<file path="src/rtl/slowreg_pkg.sv">
package slowreg_pkg;

    localparam int HOST_W        = 32;
    localparam int REG_W         = 16;
    localparam int CARRIER_LO_SUB = 2;
    localparam int CODE_LO_SUB    = 4;
    localparam int STAGE_OFS      = 9;
    localparam int GLOBAL_FIRST   = 11;
    localparam int GLOBAL_STRIDE  = 2;
    localparam int NUM_GLOBALS    = 3;
    localparam int TAIL_WORDS     = 16;

    typedef enum logic [1:0] {
        KIND_NONE  = 2'd0,
        KIND_PLAIN = 2'd1,
        KIND_PAIR  = 2'd2,
        KIND_STAGE = 2'd3
    } reg_kind_e;

    typedef struct packed {
        logic             en;
        logic             pair;
        logic [REG_W-1:0] lo;
        logic [REG_W-1:0] hi;
    } commit_t;

    function automatic int ns_to_cycles(input int ns, input int clk_ns);
        return (ns + clk_ns - 1) / clk_ns;
    endfunction

    function automatic int max_int(input int a, input int b);
        return (a > b) ? a : b;
    endfunction

endpackage

</file>
<file path="src/rtl/slowreg_decode.sv">
module slowreg_decode
    import slowreg_pkg::*;
#(
    parameter int WORD_W      = 7,
    parameter int NUM_CH      = 12,
    parameter int REGS_PER_CH = 8
) (
    input  logic [WORD_W-1:0] word,
    output reg_kind_e         kind
);
    localparam int SUB_W      = $clog2(REGS_PER_CH);
    localparam int MULTI_BASE = NUM_CH * REGS_PER_CH;
    localparam int BLOCK_END  = MULTI_BASE + REGS_PER_CH;
    localparam int STAGE_WORD = MULTI_BASE + STAGE_OFS;

    logic [SUB_W-1:0] sub;
    logic             in_blocks;
    logic             is_global;

    assign sub       = word[SUB_W-1:0];
    assign in_blocks = (word < WORD_W'(BLOCK_END));

    always_comb begin
        is_global = 1'b0;
        for (int g = 0; g < NUM_GLOBALS; g++) begin
            if (word == WORD_W'(MULTI_BASE + GLOBAL_FIRST + GLOBAL_STRIDE * g))
                is_global = 1'b1;
        end
    end

    always_comb begin
        if (word == WORD_W'(STAGE_WORD))
            kind = KIND_STAGE;
        else if (in_blocks && (sub == SUB_W'(CARRIER_LO_SUB) || sub == SUB_W'(CODE_LO_SUB)))
            kind = KIND_PAIR;
        else if (in_blocks || is_global)
            kind = KIND_PLAIN;
        else
            kind = KIND_NONE;
    end

endmodule

</file>
<file path="src/rtl/slowreg_timer.sv">
module slowreg_timer #(
    parameter int WR_CYC = 15,
    parameter int RD_CYC = 16
) (
    input  logic clk,
    input  logic rst,
    input  logic start,
    output logic write_ok,
    output logic read_ok
);
    localparam int SAT_CYC = (WR_CYC > RD_CYC) ? WR_CYC : RD_CYC;
    localparam int CNT_W   = $clog2(SAT_CYC + 1);

    logic [CNT_W-1:0] elapsed;

    always_ff @(posedge clk) begin
        if (rst)
            elapsed <= CNT_W'(SAT_CYC);
        else if (start)
            elapsed <= CNT_W'(1);
        else if (elapsed < CNT_W'(SAT_CYC))
            elapsed <= elapsed + CNT_W'(1);
    end

    assign write_ok = (elapsed >= CNT_W'(WR_CYC));
    assign read_ok  = (elapsed >= CNT_W'(RD_CYC));

endmodule

</file>
<file path="src/rtl/slowreg_regfile.sv">
module slowreg_regfile
    import slowreg_pkg::*;
#(
    parameter int NUM_WORDS = 112,
    parameter int WORD_W    = 7
) (
    input  logic              clk,
    input  logic              rst,
    input  commit_t           commit,
    input  logic [WORD_W-1:0] wr_word,
    input  logic [WORD_W-1:0] rd_word,
    output logic [REG_W-1:0]  rd_data
);
    localparam int IDX_W = $clog2(NUM_WORDS);

    logic [REG_W-1:0] mem [NUM_WORDS];
    logic [IDX_W-1:0] wr_idx;
    logic [IDX_W-1:0] wr_idx_hi;
    logic [IDX_W-1:0] rd_idx;
    logic             wr_in_range;
    logic             rd_in_range;

    assign wr_idx      = IDX_W'(wr_word);
    assign wr_idx_hi   = wr_idx + IDX_W'(1);
    assign rd_idx      = IDX_W'(rd_word);
    assign wr_in_range = (wr_word < WORD_W'(NUM_WORDS));
    assign rd_in_range = (rd_word < WORD_W'(NUM_WORDS));

    always_ff @(posedge clk) begin
        if (rst) begin
            for (int i = 0; i < NUM_WORDS; i++)
                mem[i] <= '0;
        end else if (commit.en && wr_in_range) begin
            mem[wr_idx] <= commit.lo;
            if (commit.pair)
                mem[wr_idx_hi] <= commit.hi;
        end
    end

    assign rd_data = rd_in_range ? mem[rd_idx] : '0;

endmodule

</file>
<file path="src/rtl/slowreg_host_if.sv">
module slowreg_host_if
    import slowreg_pkg::*;
#(
    parameter int ADDR_W      = 9,
    parameter int CLK_NS      = 20,
    parameter int WRITE_NS    = 300,
    parameter int READ_NS     = 314,
    parameter int NUM_CH      = 12,
    parameter int REGS_PER_CH = 8
) (
    input  logic              clk,
    input  logic              rst,
    input  logic              host_valid,
    input  logic              host_write,
    input  logic [ADDR_W-1:0] host_addr,
    input  logic [31:0]       host_wdata,
    output logic              host_ready,
    output logic [31:0]       host_rdata
);
    localparam int WORD_W    = ADDR_W - 2;
    localparam int WR_CYC    = ns_to_cycles(WRITE_NS, CLK_NS);
    localparam int RD_CYC    = max_int(ns_to_cycles(READ_NS, CLK_NS), 1);
    localparam int NUM_WORDS = NUM_CH * REGS_PER_CH + TAIL_WORDS;

    logic [WORD_W-1:0] word;
    reg_kind_e         kind;
    logic              write_ok;
    logic              read_ok;
    logic              fire;
    logic              slow_start;
    logic [REG_W-1:0]  stage_q;
    logic [REG_W-1:0]  rd_data;
    commit_t           commit;
    logic              unused_bits;

    assign word        = host_addr[ADDR_W-1:2];
    assign unused_bits = ^{host_addr[1:0], host_wdata[31:16]};

    slowreg_decode #(
        .WORD_W      (WORD_W),
        .NUM_CH      (NUM_CH),
        .REGS_PER_CH (REGS_PER_CH)
    ) i_decode (
        .word (word),
        .kind (kind)
    );

    slowreg_timer #(
        .WR_CYC (WR_CYC),
        .RD_CYC (RD_CYC)
    ) i_timer (
        .clk      (clk),
        .rst      (rst),
        .start    (slow_start),
        .write_ok (write_ok),
        .read_ok  (read_ok)
    );

    always_comb begin
        if (!host_write)
            host_ready = read_ok;
        else if (kind == KIND_STAGE)
            host_ready = 1'b1;
        else
            host_ready = write_ok;
    end

    assign fire       = host_valid && host_ready;
    assign slow_start = fire && host_write && (kind != KIND_STAGE);

    always_ff @(posedge clk) begin
        if (rst)
            stage_q <= '0;
        else if (fire && host_write && kind == KIND_STAGE)
            stage_q <= host_wdata[REG_W-1:0];
    end

    always_comb begin
        commit.en   = slow_start && (kind == KIND_PLAIN || kind == KIND_PAIR);
        commit.pair = (kind == KIND_PAIR);
        commit.lo   = host_wdata[REG_W-1:0];
        commit.hi   = stage_q;
    end

    slowreg_regfile #(
        .NUM_WORDS (NUM_WORDS),
        .WORD_W    (WORD_W)
    ) i_regfile (
        .clk     (clk),
        .rst     (rst),
        .commit  (commit),
        .wr_word (word),
        .rd_word (word),
        .rd_data (rd_data)
    );

    assign host_rdata = {{(HOST_W-REG_W){1'b0}}, rd_data};

endmodule

</file>
<file path="config.mk">
export PLATFORM = sky130hd
export DESIGN_NAME = slowreg_host_if
export DESIGN_NICKNAME = d
export VERILOG_FILES = /design/src/rtl/slowreg_pkg.sv /design/src/rtl/slowreg_decode.sv /design/src/rtl/slowreg_timer.sv /design/src/rtl/slowreg_regfile.sv /design/src/rtl/slowreg_host_if.sv
export SDC_FILE = /design/constraint.sdc
export NUM_CORES = 2
export LEC_CHECK = 0
export ABC_AREA = 1
export ABC_CLOCK_PERIOD_IN_PS = 5000
export CAP_MARGIN = 15
export CORE_ASPECT_RATIO = 0.75
export CORE_MARGIN = 5
export CORE_UTILIZATION = 43
export DETAILED_ROUTE_END_ITERATION = 6
export PLACE_DENSITY_LB_ADDON = 0.12
export RECOVER_POWER = 50
export SETUP_SLACK_MARGIN = 0.1
export SLEW_MARGIN = 20
export SYNTH_ARGS = -nofsm -noshare
export SYNTH_HDL_FRONTEND = slang
export SYNTH_HIERARCHICAL = 1
export SYNTH_SLANG_ARGS = --single-unit
</file>
<file path="constraint.sdc">
create_clock -name clk -period 5 [get_ports clk]
set_input_delay 1 -clock clk [delete_from_list [all_inputs] [get_ports clk]]
set_output_delay 1 -clock clk [all_outputs]
set_load 0.05 [all_outputs]
</file>
# After elaboration in Yosys (flattened, before gate mapping)
# Memories as Yosys holds them, arrays and structs flattened.
# Cells that the tools add are included.
[word_totals]
regBits = 21
mem_bits_rw = 1792
in_bits = 45
output_inout_bits = 33
word_cells = 61
memories = 1
[classes]
n_addsub = 2
magnitude_cmp = 5
eq_ne = 10
muxes = 26
reduce_logical = 14
[memory_table]
columns = ["memory", "words", "word_bits", "rd", "rd_clocked_by_memory_dff", "wr", "line", "source"]
rows = [
  ["i_regfile.mem", 112, 16, 1, 0, 112, "slowreg_regfile.sv:16", "logic [REG_W-1:0] mem [NUM_WORDS];"],
]
[ops]
columns = ["cell", "count"]
rows = [
  ["$mux W16", 3],
  ["$reduce_or A16 Y1", 2],
  ["$eq A7 B7 Y1 const B", 4],
  ["$mux W1", 17],
  ["$lt A7 B7 Y1 const B", 2],
  ["$mux W7", 2],
  ["$mux W5", 2],
  ["$add A7 B1 Y7 const B", 1],
  ["$logic_and A1 B1 Y1", 7],
  ["$add A5 B1 Y5 const B", 1],
  ["$ge A5 B4 Y1 const B", 1],
  ["$ge A5 B5 Y1 const B", 1],
  ["$lt A5 B5 Y1 const B", 1],
  ["$eq A2 B2 Y1 const B", 2],
  ["$mux W2", 2],
  ["$eq A3 B2 Y1 const B", 1],
  ["$eq A3 B3 Y1 const B", 1],
  ["$logic_or A1 B1 Y1", 3],
  ["$eq A2 B1 Y1 const B", 1],
  ["$ne A2 B2 Y1 const B", 1],
  ["$reduce_bool A2 Y1", 1],
  ["$reduce_or A2 Y1", 1],
]

# Logic depth before layout (Yosys ltp)
[logic_depth]
ltp_word = 21
ltp_mapped = 19

# Cells and area by module
# The synthesis kept the hierarchy.
[modules_own_cells]
columns = ["mod", "n_inst", "cells_per_inst", "area_each_um2", "seq_area_each_um2"]
rows = [
  ["slowreg_regfile", 1, 11382, 95853.2, 53811.6],
  ["slowreg_host_if", 1, 129, 869.6, 320.3],
  ["slowreg_timer", 1, 35, 249.0, 100.1],
  ["slowreg_decode", 1, 22, 106.4, 0.0],
]

# Worst setup path before layout
# OpenSTA, ideal clock, no wires.
[synth_path]
path_kind = "input to output"
start = "input port host_addr[2]"
end = "output port host_rdata[0]"
arrival_time_ps = 3117
required_time_ps = 4000
slack_ps = 883
stages = 15
n_path_buf = 4
path_cell_list = "clkbuf_1 clkinv_1 buf_2 clkbuf_1 clkbuf_1 nand2_1 nand3_1 nand3_1 nand2_1 nand2_1 nand3_1 nand2_1 nor2_1 nor2_1 nor2_1"
[synth_via]
elab_chain_len = 2
word_cells_on_any_way = 3
cone_classes = "order compare (1); mux (1); memory (1)"
[synth_rtl]
columns = ["item", "line", "source"]
rows = [
  ["start, declared", "slowreg_host_if.sv:15", "input logic [ADDR_W-1:0] host_addr,"],
  ["$mem_v2 Z112 W16 or $lt A7 B7 Y1 (tied branches)", "-", ""],
  ["$mux W16 (*)", "slowreg_regfile.sv:40", "assign rd_data = rd_in_range ? mem[rd_idx] : '0;"],
  ["end, declared", "slowreg_host_if.sv:18", "output logic [31:0] host_rdata"],
]
# Every way passes the cells marked *; elsewhere a longest branch is shown, timed or not.

# Worst setup path in the final report
[layout_path]
start = "input port host_addr[2]"
end = "output port host_rdata[11]"
# Same word-level chain as after synthesis.

==> impl_metrics.env <==
export IMPL_status="finished, violations left"
export IMPL_violations="max-capacitance violations, max-slew violations"
export IMPL_cts_hold_fix_buffers=0
export IMPL_worstMarginPinSlew_ns=1.76
export IMPL_nets=11367
export IMPL_cp_end_kind="output pin"
export IMPL_period_needed_ns=4.93
export IMPL_period_share_pct=98.6
export IMPL_drt_iter0_drc=12362
export IMPL_crit_arrival_ns=3.93
export IMPL_fmax_mhz=203
export IMPL_cts_num_sinks=1813
export IMPL_slew_headroom_pct=-17.8
export IMPL_routed_wirelength_mm=384
export IMPL_grt_max_degree=133
export IMPL_core_um2=225000
export IMPL_dr_total_vias=85226
export IMPL_yosysUniqueCellTypes=41
export IMPL_drive_gt1_share_pct=9.13
export IMPL_synth_cells=11568
export IMPL_setup_tns_ns=0
export IMPL_port_buffers=43
export IMPL_grt_first_pass_wirelength_mm=550
export IMPL_power_density_nw_per_um2=328
export IMPL_drc=0
export IMPL_vdd_ir_drop_max_mv=0.265
export IMPL_clockBufferDepth=4
export IMPL_cts_buffers=198
export IMPL_drt_pass1_iterations=6
export IMPL_hp_class="register to register"
export IMPL_grt_overflow=0
export IMPL_ys_ff_latch=1813
export IMPL_postCtsSetupBuffers=0
export IMPL_start_util_pct=43.1
export IMPL_maxCapViolations=1
export IMPL_maxSlewViolCount=33
export IMPL_fillers=21460
export IMPL_rrSetupSlack_ns=1.09
export IMPL_area_delta_synth_final_pct=12.1
export IMPL_yosysSeqAreaShare_pct=55.9
export IMPL_synth_main_ff_cell="edfxtp_1"
export IMPL_path_max_fanout=16
export IMPL_dp_hpwl_mm=227
export IMPL_total_power_mw=35.7
export IMPL_async_flop_share_pct=0
export IMPL_track_usage_pct=31.6
export IMPL_die_x_um=559
export IMPL_cp_slowest_cell="nand3_1"
export IMPL_mostFrequentLayoutCells="4313 x nand2_1, 1792 x edfxtp_1, 1593 x o21ai_0"
export IMPL_cts_root_buf="clkbuf_16"
export IMPL_syn_avg_cell_area_um2=8.39
export IMPL_fp_dieH_um=421
export IMPL_hold_viol=0
export IMPL_crit_top_cell="nand3_1"
export IMPL_ios=78
export IMPL_critical_path_max_stage_delay_ns=0.36
export IMPL_cp_data_required_time_ns=4.00
export IMPL_cts_resized=0
export IMPL_die_area_um2=235000
export IMPL_final_common_cell="nand2_1"
export IMPL_cts_clk_slew_worst_paths_ns=0.06
export IMPL_worstSetupStartpointType="primary input"
export IMPL_synth_area_um2=97100
export IMPL_critPathKind="primary input to output pin"
export IMPL_path_cells="buf_8 -> inv_8 -> buf_12 -> buf_4 -> nand2_1 -> nand3_1 -> nand3_1 -> nand3_1 -> nand2_1 -> nand2_1 -> nand3_1 -> nor2_1 -> nor2_1 -> buf_4 -> buf_12"
export IMPL_cp_top_family="simple AND/OR/NAND/NOR gates"
export IMPL_grt_antenna_before_repair=10
export IMPL_worstSkewPairLatency_ns=0.89
export IMPL_grt_pass1_vias=78453
export IMPL_cp_buffers_inverters=6
export IMPL_skew_ns=0.0498
export IMPL_synth_edf_count=1792
export IMPL_report_final_setup_viol=0
export IMPL_wl_per_cell_um=26.5
export IMPL_gp_congestion=0.940
export IMPL_rows=151
export IMPL_viasPerCell=5.90
export IMPL_drtAntennaViolNets=0
export IMPL_ys_warn_count=6
export IMPL_h_tree_depth=4
export IMPL_p_leak_nw=40.3
export IMPL_cts_tree="done"
export IMPL_rsz0062_at_grt="no"
[layout make-up]
class                   count  area, um^2  area share, %
repair buffers            652        6840           6.28
well taps                2983        3730           3.43
flip-flops and latches   1813       54200           49.8
clock buffers             243        5190           4.76
multi-input cells        8149       35900           33.0
clock inverters           101         932          0.856
inverters                 503        2000           1.84
diodes                      4        10.0        0.00920
[layer usage]
layer / track usage [%] / share of wire [%] / wire length [um]
met1: 45.6 / 40 / 155000
met4: 10.1 / 3.7 / 14100
met2: 46.2 / 43 / 164000
met3: 8.35 / 13 / 50700
met5: 0 / 0 / 0
[path summary, 6_finish.rpt]
check / from / end / cells past startpoint
hold reg to reg: i_timer/elapsed[2]$_SDFFE_PP0N_ / i_timer/elapsed[2]$_SDFFE_PP0N_ / 1
setup / recovery: host_addr[2] / host_rdata[11] / 15
setup reg to reg: i_timer/elapsed[0]$_SDFFE_PP0P_ / i_regfile/mem[76][7]$_DFFE_PP_ / 17
hold / removal: i_timer/elapsed[2]$_SDFFE_PP0N_ / i_timer/elapsed[2]$_SDFFE_PP0N_ / 1
[Yosys cell counts (all sizes together) (3+ instances only)]
library cell,number,area (um^2)
a21oi,34,170
and2,13,81.3
buf,223,1330
clkbuf,895,3370
clkinv,3,11.3
dfxtp,21,420
edfxtp,1792,53800
ha,5,62.6
inv,500,1880
nand2,4318,16200
nand3,1396,8120
nand4,8,71.3
nor2,482,2010
o211ai,13,97.6
o21ai,1857,9290
xor2,3,71.3
[report_power, final]
part / leakage, nW / switching, mW / internal (mW)
logic: 18.7 / 2.91 / 0.927
registers: 18.6 / 0.144 / 17.2
clock network: 3.01 / 6.35 / 8.20
[metrics by stage]
step                      cells  setup slack (ns)  utilization [%]  area (um^2)  hold WS, ns
after floorplan           11583             0.883                -        97100        0.457
after global placement    14100             0.165             46.1       104000        0.475
after detailed placement  14100             0.169             46.1       104000        0.491
after CTS                 14444             0.163             48.9       110000        0.467
after global routing      14445            0.0514             48.3       109000        0.481
final                     14448            0.0714             48.3       109000        0.516
[flip-flops by register name, indices dropped and copies added, names as in the netlist]
signal and count:
stage_q 16, i_regfile/mem 1792, i_timer/elapsed 5
[logic make-up (layout without fill, tap and decap cells)]
kind of cell    after synthesis  in the layout  synth area share (%)
compound gates             1905           1905                  9.86
xor+xnor                      4              4                0.0825
fa+ha+maj                     5              5                0.0644
buf+inv                    1621           1499                  6.79
flops                      1813           1813                  55.9
mux                           1              1                0.0116
other cells                   1             20               0.00386
simple gates               6218           6218                  27.3
No activity file was read; power rests on OpenSTA's default activity.
